$ cat src/rtl/dqm_pkg.sv
package dqm_pkg;
  // Word slot inside one queue's 16-byte window; the order defines the sequence rule
  typedef enum logic [1:0] {
    W_COUNT = 2'd0,
    W_BYTES = 2'd1,
    W_CTRL  = 2'd2,
    W_DESC  = 2'd3
  } word_e;

  localparam int HEAD_SEL_BIT = 31;
endpackage

$ cat src/rtl/qm_mailbox.sv
module qm_mailbox
  import dqm_pkg::*;
#(
  parameter int QW     = 3,
  parameter int SIZE_W = 16
) (
  input  logic              clk,
  input  logic              rst_n,
  input  logic              req_valid,
  input  logic              req_write,
  input  logic [QW-1:0]     req_q,
  input  word_e             req_word,
  input  logic [31:0]       req_wdata,
  output logic              req_ready,
  output logic              op_push,
  output logic              op_pop,
  output logic [QW-1:0]     op_q,
  output logic [31:0]       op_desc,
  output logic [SIZE_W-1:0] op_size,
  output logic              op_head
);
  logic              pend_v, pend_wr;
  logic [QW-1:0]     pend_q;
  word_e             pend_word;
  logic [SIZE_W-1:0] stg_size;
  logic              stg_head;
  logic              cont, implied, acc, fin;

  // a request continues the open sequence only on same queue, same direction, later word
  assign cont      = pend_v && (req_q == pend_q) && (req_write == pend_wr) && (req_word > pend_word);
  assign implied   = pend_v && req_valid && !cont;
  assign req_ready = !implied;
  assign acc       = req_valid && req_ready;
  assign fin       = acc && (req_word == W_DESC);

  assign op_push = implied ? pend_wr  : (fin && req_write);
  assign op_pop  = implied ? !pend_wr : (fin && !req_write);
  assign op_q    = implied ? pend_q   : req_q;
  assign op_desc = implied ? 32'd0    : req_wdata;
  assign op_size = stg_size;
  assign op_head = stg_head;

  always_ff @(posedge clk) begin
    if (!rst_n) begin
      pend_v    <= 1'b0;
      pend_wr   <= 1'b0;
      pend_q    <= '0;
      pend_word <= W_COUNT;
      stg_size  <= '0;
      stg_head  <= 1'b0;
    end else if (implied || fin) begin
      pend_v   <= 1'b0;
      stg_size <= '0;
      stg_head <= 1'b0;
    end else if (acc) begin
      pend_v    <= 1'b1;
      pend_wr   <= req_write;
      pend_q    <= req_q;
      pend_word <= req_word;
      if (req_write && req_word == W_CTRL) begin
        stg_size <= req_wdata[SIZE_W-1:0];
        stg_head <= req_wdata[HEAD_SEL_BIT];
      end
    end
  end

  // a stall lasts a single cycle
  p_stall_once_r12: assert property (@(posedge clk) disable iff (!rst_n)
    !req_ready |=> req_ready);
  // once an operation has run, no sequence is left open
  p_seq_closed_r9: assert property (@(posedge clk) disable iff (!rst_n)
    (op_push || op_pop) |=> !pend_v);
  // staging is empty right after any operation
  p_stage_clear_r4: assert property (@(posedge clk) disable iff (!rst_n)
    (op_push || op_pop) |=> (stg_size == '0 && !stg_head));
endmodule

$ cat src/rtl/qm_store.sv
module qm_store #(
  parameter int NODES  = 16,
  parameter int SIZE_W = 16,
  parameter int PW     = $clog2(NODES),
  parameter int CW     = $clog2(NODES + 1)
) (
  input  logic              clk,
  input  logic              rst_n,
  input  logic              do_push,
  input  logic              link_tail,
  input  logic [PW-1:0]     tail_node,
  input  logic              link_head,
  input  logic [PW-1:0]     head_node,
  input  logic [31:0]       desc,
  input  logic [SIZE_W-1:0] size,
  input  logic              do_pop,
  input  logic [PW-1:0]     pop_node,
  input  logic [PW-1:0]     peek_node,
  output logic              push_ok,
  output logic [PW-1:0]     new_node,
  output logic [PW-1:0]     pop_next,
  output logic [SIZE_W-1:0] pop_size,
  output logic [31:0]       peek_desc,
  output logic [SIZE_W-1:0] peek_size,
  output logic              ovf
);
  logic [PW-1:0]     nxt [NODES];
  logic [31:0]       dsc [NODES];
  logic [SIZE_W-1:0] siz [NODES];
  logic [PW-1:0]     free_hd;
  logic [CW-1:0]     free_cnt;
  logic              full;

  assign full      = (free_cnt == '0);
  assign push_ok   = do_push && !full;
  assign new_node  = free_hd;
  assign pop_next  = nxt[pop_node];
  assign pop_size  = siz[pop_node];
  assign peek_desc = dsc[peek_node];
  assign peek_size = siz[peek_node];

  always_ff @(posedge clk) begin
    if (!rst_n) begin
      for (int i = 0; i < NODES; i++) nxt[i] <= PW'(i + 1);
      free_hd  <= '0;
      free_cnt <= CW'(NODES);
      ovf      <= 1'b0;
    end else begin
      if (do_push && full) ovf <= 1'b1;
      if (push_ok) begin
        free_hd  <= nxt[free_hd];
        free_cnt <= free_cnt - 1'b1;
        if (link_tail) nxt[tail_node] <= free_hd;
        if (link_head) nxt[free_hd]   <= head_node;
      end else if (do_pop) begin
        nxt[pop_node] <= free_hd;
        free_hd       <= pop_node;
        free_cnt      <= free_cnt + 1'b1;
      end
    end
  end

  always_ff @(posedge clk) begin
    if (push_ok) begin
      dsc[free_hd] <= desc;
      siz[free_hd] <= size;
    end
  end

  p_no_overflow_r8: assert property (@(posedge clk) disable iff (!rst_n)
    (do_push && full) |=> ovf);
  p_ovf_sticky_r8: assert property (@(posedge clk) disable iff (!rst_n)
    ovf |=> ovf);
  p_free_bound_r13: assert property (@(posedge clk) disable iff (!rst_n)
    free_cnt <= CW'(NODES));
endmodule

$ cat src/rtl/qm_qstate.sv
module qm_qstate #(
  parameter int NQ      = 8,
  parameter int NODES   = 16,
  parameter int SIZE_W  = 16,
  parameter int BYTES_W = 24,
  parameter int QW      = $clog2(NQ),
  parameter int PW      = $clog2(NODES),
  parameter int CW      = $clog2(NODES + 1)
) (
  input  logic               clk,
  input  logic               rst_n,
  input  logic [QW-1:0]      op_q,
  input  logic               push_ok,
  input  logic               push_head,
  input  logic [PW-1:0]      new_node,
  input  logic [SIZE_W-1:0]  push_size,
  input  logic               pop_req,
  input  logic [PW-1:0]      pop_next,
  input  logic [SIZE_W-1:0]  pop_size,
  input  logic [QW-1:0]      sel_q,
  output logic               op_empty,
  output logic [PW-1:0]      op_head_node,
  output logic [PW-1:0]      op_tail_node,
  output logic [CW-1:0]      sel_cnt,
  output logic [BYTES_W-1:0] sel_bytes,
  output logic [PW-1:0]      sel_head_node,
  output logic               sel_empty
);
  logic [PW-1:0]      hd  [NQ];
  logic [PW-1:0]      tl  [NQ];
  logic [CW-1:0]      cnt [NQ];
  logic [BYTES_W-1:0] byt [NQ];
  logic               pop_ok;

  assign op_empty      = (cnt[op_q] == '0);
  assign op_head_node  = hd[op_q];
  assign op_tail_node  = tl[op_q];
  assign sel_cnt       = cnt[sel_q];
  assign sel_bytes     = byt[sel_q];
  assign sel_head_node = hd[sel_q];
  assign sel_empty     = (cnt[sel_q] == '0);
  assign pop_ok        = pop_req && !op_empty;

  always_ff @(posedge clk) begin
    if (!rst_n) begin
      for (int i = 0; i < NQ; i++) begin
        hd[i]  <= '0;
        tl[i]  <= '0;
        cnt[i] <= '0;
        byt[i] <= '0;
      end
    end else if (push_ok) begin
      if (op_empty) begin
        hd[op_q] <= new_node;
        tl[op_q] <= new_node;
      end else if (push_head) begin
        hd[op_q] <= new_node;
      end else begin
        tl[op_q] <= new_node;
      end
      cnt[op_q] <= cnt[op_q] + 1'b1;
      byt[op_q] <= byt[op_q] + BYTES_W'(push_size);
    end else if (pop_ok) begin
      hd[op_q]  <= pop_next;
      cnt[op_q] <= cnt[op_q] - 1'b1;
      byt[op_q] <= byt[op_q] - BYTES_W'(pop_size);
    end
  end

  p_empty_pop_r7: assert property (@(posedge clk) disable iff (!rst_n)
    (pop_req && op_empty) |=> (cnt[$past(op_q)] == '0 && byt[$past(op_q)] == '0));
  p_push_count_r5: assert property (@(posedge clk) disable iff (!rst_n)
    push_ok |=> (cnt[$past(op_q)] == CW'($past(cnt[op_q]) + 1)));
  p_count_bound_r13: assert property (@(posedge clk) disable iff (!rst_n)
    sel_cnt <= CW'(NODES));
endmodule

$ cat src/rtl/dq_manager.sv
module dq_manager
  import dqm_pkg::*;
#(
  parameter int NQ      = 8,
  parameter int NODES   = 16,
  parameter int SIZE_W  = 16,
  parameter int BYTES_W = 24,
  localparam int QW     = $clog2(NQ),
  localparam int AW     = QW + 4
) (
  input  logic          clk,
  input  logic          rst_n,
  input  logic          req_valid,
  output logic          req_ready,
  input  logic          req_write,
  input  logic [AW-1:2] req_addr,
  input  logic [31:0]   req_wdata,
  output logic          rsp_valid,
  output logic [31:0]   rsp_data,
  output logic          ovf_flag
);
  localparam int PW = $clog2(NODES);
  localparam int CW = $clog2(NODES + 1);

  word_e              req_word;
  logic [QW-1:0]      req_q;
  logic               op_push, op_pop, op_head, op_empty, push_ok, sel_empty;
  logic [QW-1:0]      op_q;
  logic [31:0]        op_desc, peek_desc, rdata;
  logic [SIZE_W-1:0]  op_size, pop_size, peek_size;
  logic [PW-1:0]      op_head_node, op_tail_node, new_node, pop_next, sel_head_node;
  logic [CW-1:0]      sel_cnt;
  logic [BYTES_W-1:0] sel_bytes;

  assign req_word = word_e'(req_addr[3:2]);
  assign req_q    = req_addr[AW-1:4];

  qm_mailbox #(.QW(QW), .SIZE_W(SIZE_W)) u_mbox (
    .clk(clk), .rst_n(rst_n), .req_valid(req_valid), .req_write(req_write),
    .req_q(req_q), .req_word(req_word), .req_wdata(req_wdata), .req_ready(req_ready),
    .op_push(op_push), .op_pop(op_pop), .op_q(op_q), .op_desc(op_desc),
    .op_size(op_size), .op_head(op_head)
  );

  qm_store #(.NODES(NODES), .SIZE_W(SIZE_W)) u_store (
    .clk(clk), .rst_n(rst_n), .do_push(op_push),
    .link_tail(!op_empty && !op_head), .tail_node(op_tail_node),
    .link_head(!op_empty && op_head), .head_node(op_head_node),
    .desc(op_desc), .size(op_size), .do_pop(op_pop && !op_empty),
    .pop_node(op_head_node), .peek_node(sel_head_node),
    .push_ok(push_ok), .new_node(new_node), .pop_next(pop_next), .pop_size(pop_size),
    .peek_desc(peek_desc), .peek_size(peek_size), .ovf(ovf_flag)
  );

  qm_qstate #(.NQ(NQ), .NODES(NODES), .SIZE_W(SIZE_W), .BYTES_W(BYTES_W)) u_qstate (
    .clk(clk), .rst_n(rst_n), .op_q(op_q), .push_ok(push_ok), .push_head(op_head),
    .new_node(new_node), .push_size(op_size), .pop_req(op_pop), .pop_next(pop_next),
    .pop_size(pop_size), .sel_q(req_q), .op_empty(op_empty),
    .op_head_node(op_head_node), .op_tail_node(op_tail_node), .sel_cnt(sel_cnt),
    .sel_bytes(sel_bytes), .sel_head_node(sel_head_node), .sel_empty(sel_empty)
  );

  always_comb begin
    unique case (req_word)
      W_COUNT: rdata = 32'(sel_cnt);
      W_BYTES: rdata = 32'(sel_bytes);
      W_CTRL:  rdata = sel_empty ? 32'd0 : 32'(peek_size);
      W_DESC:  rdata = sel_empty ? 32'd0 : peek_desc;
    endcase
  end

  always_ff @(posedge clk) begin
    if (!rst_n) begin
      rsp_valid <= 1'b0;
      rsp_data  <= '0;
    end else begin
      rsp_valid <= req_valid && req_ready && !req_write;
      if (req_valid && req_ready && !req_write) rsp_data <= rdata;
    end
  end

  p_rsp_follows_r12: assert property (@(posedge clk) disable iff (!rst_n)
    rsp_valid |-> $past(req_valid && req_ready && !req_write));
  p_one_op_r1: assert property (@(posedge clk) disable iff (!rst_n)
    !(op_push && op_pop));
endmodule

$ cat config.mk
export PLATFORM = sky130hd
export DESIGN_NAME = dq_manager
export DESIGN_NICKNAME = d
export VERILOG_FILES = /design/src/rtl/dqm_pkg.sv /design/src/rtl/qm_mailbox.sv /design/src/rtl/qm_store.sv /design/src/rtl/qm_qstate.sv /design/src/rtl/dq_manager.sv
export SDC_FILE = /design/constraint.sdc
export NUM_CORES = 2
export LEC_CHECK = 0
export CORE_MARGIN = 2
export CORE_UTILIZATION = 60
export DETAILED_ROUTE_END_ITERATION = 16
export GPL_TIMING_DRIVEN = 0
export HOLD_SLACK_MARGIN = 0.1
export PLACE_DENSITY_LB_ADDON = 0.08
export SETUP_SLACK_MARGIN = 0.3
export SKIP_LAST_GASP = 1
export SLEW_MARGIN = 20
export SYNTH_ARGS = -nofsm -noshare
export SYNTH_HDL_FRONTEND = slang
export SYNTH_SLANG_ARGS = --single-unit
export TNS_END_PERCENT = 5
$ cat constraint.sdc
create_clock -name clk -period 11.3 [get_ports clk]
set_clock_uncertainty 0.15 [all_clocks]
set_input_delay 1.13 -clock clk [delete_from_list [all_inputs] [get_ports clk]]
set_output_delay 1.13 -clock clk [all_outputs]
set_load 0.005 [all_outputs]
==> results summary <==
The share of layout cells above drive strength 1 came out at 10.27%. For this run, the post-layout net count is approximately 5100. The number of sinks driven by the clock tree came out at ~1200.

The run finished with clean final reports. For flop-to-flop paths, the worst setup slack is ~2.2 ns. The highest clock rate is approximately 110 MHz. The average size of a mapped cell came out at between 10 and 15 µm². The cell sitting at the root of the clock tree is a clkbuf_16.

The clock insertion delay at the later pin of the skew report came out at roughly 0.77 ns. The cell with the biggest individual delay on the critical path is buf_1. The smallest clock period supported by the final layout is computed as about 9.5 ns.

The share of the cycle needed by the critical path after routing is 84.28%. The worst setup path is of the primary input to register kind. The cell area after layout came out at 0.06411 mm².

Data on the critical path arrives at its endpoint at just under 10 ns. The number of iterations in the first detailed-routing pass came out at 6. The wire length of the first global-routing pass came out at between 200000 and 300000 µm. In this run the power density over the cells is between 150 and 200 mW/mm².

The number of instances in the synthesized netlist came out at 4717. In this run the worst path has a maximum fanout of 10. The flip-flop and latch count after synthesis is 1199.

The sequential fraction of the synthesis area came out at 62.81%. The number of max-cap violations came out at 0. During synthesis, Yosys emitted a total of 0 warnings. The number of distinct library cells after synthesis is 82.

TritonCTS built the clock tree. The final routed wirelength across all metal layers is about 220000 µm. Setup repair after global routing left no endpoint under its margin. The share of synthesized registers carrying an async set or reset came out at 0%. The count of cells along the worst register-to-register path came out at 25.

At the pin with the least slew margin, the transition time is 1.325 ns. Counting flops with a built-in enable in the synthesized netlist gives between 1000 and 1500. The post-synthesis compound-gate area fraction came out at between 10% and 20%. The multiplexer share of the synthesized area is around 5.1%. The number of hold-repair buffers added at the cts stage came out at 0. OpenSTA, run right after detailed placement, puts the worst setup slack at between 1 and 1.5 ns. The data required time of the worst path is ~12 ns.

In this run the cell area of the synthesized design comes to between 0.05 and 0.06 mm². The post-CTS setup buffer count came out at 0. The number of antenna violations at the first check in global routing came out at 12. The number of nets produced by synthesis came out at about 4800. The endpoint type of the worst setup path is a register.

The hold path endpoint is u_store.free_cnt[3]$_SDFFE_PN0N_. The largest single stage delay on the critical path is about 0.63 ns. The number of hold violations in the final report came out at 0. The worst setup path is launched from a primary input. The post-detailed-placement cell area came out at between 0.05 and 0.06 mm². The worst supply voltage drop on vdd came out at 0.0001584 V. The most used cell along the critical path is clkbuf_1. The worst flop-to-flop path endpoint is u_qstate.byt[0][22]$_SDFFCE_PN0P_. The number of buffers and inverters on the critical path is 5. After floorplanning, the core was divided into around 110 placement rows.

Pin placement for this block handled 76 I/O pins. At the end of routability-driven placement, the weighted congestion stood at a little over 1. The remaining routing DRC violations is 0.

After Yosys synthesis, XOR and XNOR cells account for less than 1% of the synthesized area. The synthesized netlist devotes less than 1% of its cell area to adder and majority cells. The area growth from synthesis to layout came out at 14.09%.

The final worst hold slack is 0.3289 ns. The aggregate global-route resource usage is between 40% and 50%. The clock transition at the registers of the reported paths is about 0.06 ns. The H-tree was split into 4 levels.

The quantity of I/O buffers inserted on ports came out at 71. The class of the most critical hold timing path is register to register. The hold path startpoint is u_store.free_cnt[3]$_SDFFE_PN0N_. The critical path's top delay family is compound AO/OA/AOI/OAI gates. The die area came out at between 0.09 and 0.1 mm². The post-detailed-route wirelength per cell is approximately 34 µm. The final number of setup-violating endpoints came out at 0. The number of max-slew violations in the final report was 0.

From bottom edge to top edge, the die measures approximately 310 µm. By area, the combinational part of the netlist is dominated by compound AO/OA/AOI/OAI gates. The fraction of the mapped netlist area in simple logic gates came out at 13.76%. Entering global routing, the biggest net connects 22 pins.

The initial detailed-routing violation count came out at ~8400. Summed over all nets, the half-perimeter wirelength after detailed placement is around 150000 µm. The overall die width came out at between 300 and 400 µm. The fill cell total of the finished layout is about 6800. The worst register-to-register path begins at u_mbox.pend_v$_SDFFE_PP0P_. The sum of overflow across all layers after global routing came out at 0. The effective utilization at floorplan is about three fifths. The number of instances resized during post-cts repair came out at 0. The number of global-route vias before repair is roughly 43000. The ratio of routed vias to standard cells is roughly 7.1. The via count of the routed design is 45540. The maximum clock path buffer count is 3. Once detail routing completed, the nets flagged for antenna violations numbered 0. Among all flip-flop cells after synthesis, the most frequent one is edfxtp_1. Counting instances, the worst hold path has a depth of 2. The core area is slightly above 0.09 mm². Setup slack on the critical path of the routed design comes to 1.777 ns. The number of clock buffers inserted by TritonCTS is 130.

The headroom to the max-slew limit is a little under an eighth. The analysis attributes to cell leakage a power of 21.87 nW.
Yosys cell counts, types with 11 or more instances:
master | instances | area [µm²]
edfxtp_1 | 1128 | 33870
nand2_1 | 893 | 3352
nor2_1 | 374 | 1404
a211oi_1 | 319 | 2395
clkbuf_1 | 233 | 874.6
and2_1 | 216 | 1351
a21oi_1 | 198 | 991.0
a31oi_1 | 167 | 1045
a311oi_1 | 117 | 1025
nand3_1 | 101 | 505.5
mux4_2 | 92 | 2072
o21ai_0 | 90 | 450.4
buf_2 | 79 | 395.4
dfxtp_1 | 71 | 1421
and3_1 | 69 | 431.7
mux2i_1 | 67 | 670.6
buf_1 | 50 | 187.7
nor3_1 | 48 | 240.2
a22oi_1 | 32 | 240.2
ha_1 | 32 | 400.4
xnor2_1 | 21 | 183.9
xor2_1 | 21 | 183.9
a311o_1 | 20 | 200.2
a32oi_1 | 20 | 175.2
o211ai_1 | 19 | 142.6
inv_1 | 17 | 63.81
a21o_1 | 15 | 112.6
nand3b_1 | 13 | 97.59
a2111oi_0 | 11 | 96.34
nor4_1 | 11 | 68.82
worst max-delay path by stage:
stage	startpoint	endpoint	slack, ns	cells after the start
after floorplan	req_addr[3]	u_store.dsc[6][0]$_DFFE_PP_	3.52	7
after CTS	req_addr[6]	u_qstate.byt[4][22]$_SDFFCE_PN0P_	2.08	25
after detailed placement	req_addr[6]	u_qstate.byt[0][22]$_SDFFCE_PN0P_	1.29	25
final	req_addr[6]	u_qstate.byt[0][22]$_SDFFCE_PN0P_	1.78	25
after global routing	req_addr[6]	u_qstate.byt[2][22]$_SDFFCE_PN0P_	1.70	25
after global placement	req_addr[2]	u_store.dsc[6][28]$_DFFE_PP_	-2.62	9
cell type report:
cell class / instances / area (µm²) / area share (%)
Antenna cell: 8 / 20.02 / 0.03123
Buffer: 370 / 1533 / 2.391
Clock buffer: 173 / 3641 / 5.679
Clock inverter: 67 / 745.7 / 1.163
Inverter: 19 / 73.82 / 0.1151
Multi-Input combinational cell: 3129 / 19450 / 30.34
Sequential cell: 1199 / 35290 / 55.05
Tap cell: 1254 / 1569 / 2.447
Timing Repair Buffer: 153 / 1784 / 2.783
tightest hold or removal path, stage by stage (launching register included):
cell and delay, ns:
dfxtp_1 0.33, nand2_1 0.06, a21oi_1 0.05
per-stage QoR:
step / util, % / setup TNS (ns) / power, mW / cells
after floorplan: - / 0 / 6.136 / 4717
after global placement: 62.84 / -244.44 / 6.913 / 6042
after detailed placement: 64.15 / 0 / 6.948 / 6124
after CTS: 68.87 / 0 / 11.24 / 6364
after global routing: 68.88 / 0 / 11.58 / 6364
final: 68.90 / 0 / 11.40 / 6372
cell usage in the layout (no fill, tap or decap), drive strengths merged, types with 23 or more instances in the layout:
master and count:
clkdlybuf4s50 71, edfxtp 1128, o21ai 97, a311oi 117, nor2 374, and3 69, buf 218, a21oi 202
a31oi 167, a211oi 319, dfxtp 71, and2 216, ha 32, clkinv 48, nor3 49, nand2 895
inv 23, a22oi 32, mux4 92, mux2i 67, nand3 102, clkbuf 407
per-layer routing:
layer | vias up | GRT usage, % | share of wire [%]
li1 | 18520 | - | -
met5 | - | 0 | 0.031
met3 | 846 | 16.49 | 16
met4 | 10 | 27.36 | 7.0
met1 | 22020 | 58.45 | 35
met2 | 4145 | 63.17 | 42
registers in the layout, indices dropped and copies added (netlist names), named ones only:
name,flops
u_qstate.hd,32
u_mbox.op_head,1
rsp_data,32
u_store.free_cnt,5
u_store.new_node,4
u_mbox.op_size,16
u_qstate.byt,192
u_store.siz,256
rsp_valid,1
u_mbox.pend_word,2
u_mbox.pend_v,1
u_qstate.cnt,40
u_store.dsc,512
u_qstate.tl,32
u_store.nxt,64
u_store.ovf,1
u_mbox.pend_wr,1
u_mbox.pend_q,3
power breakdown:
part	internal (mW)	switching (mW)	total [mW]
Sequential	4.93	0.0530	4.98
Combinational	0.505	1.49	2.00
Clock	2.60	1.82	4.42
logic make-up after synthesis:
group | count (synthesis)
AOI/OAI and AO/OA | 1117
xor gates and xnor gates | 43
adders and majority gates | 35
buffers and inverters | 389
DFF | 1199
muxes | 169
and+or+nand+nor | 1765
Power figures use the tool's default switching activity.
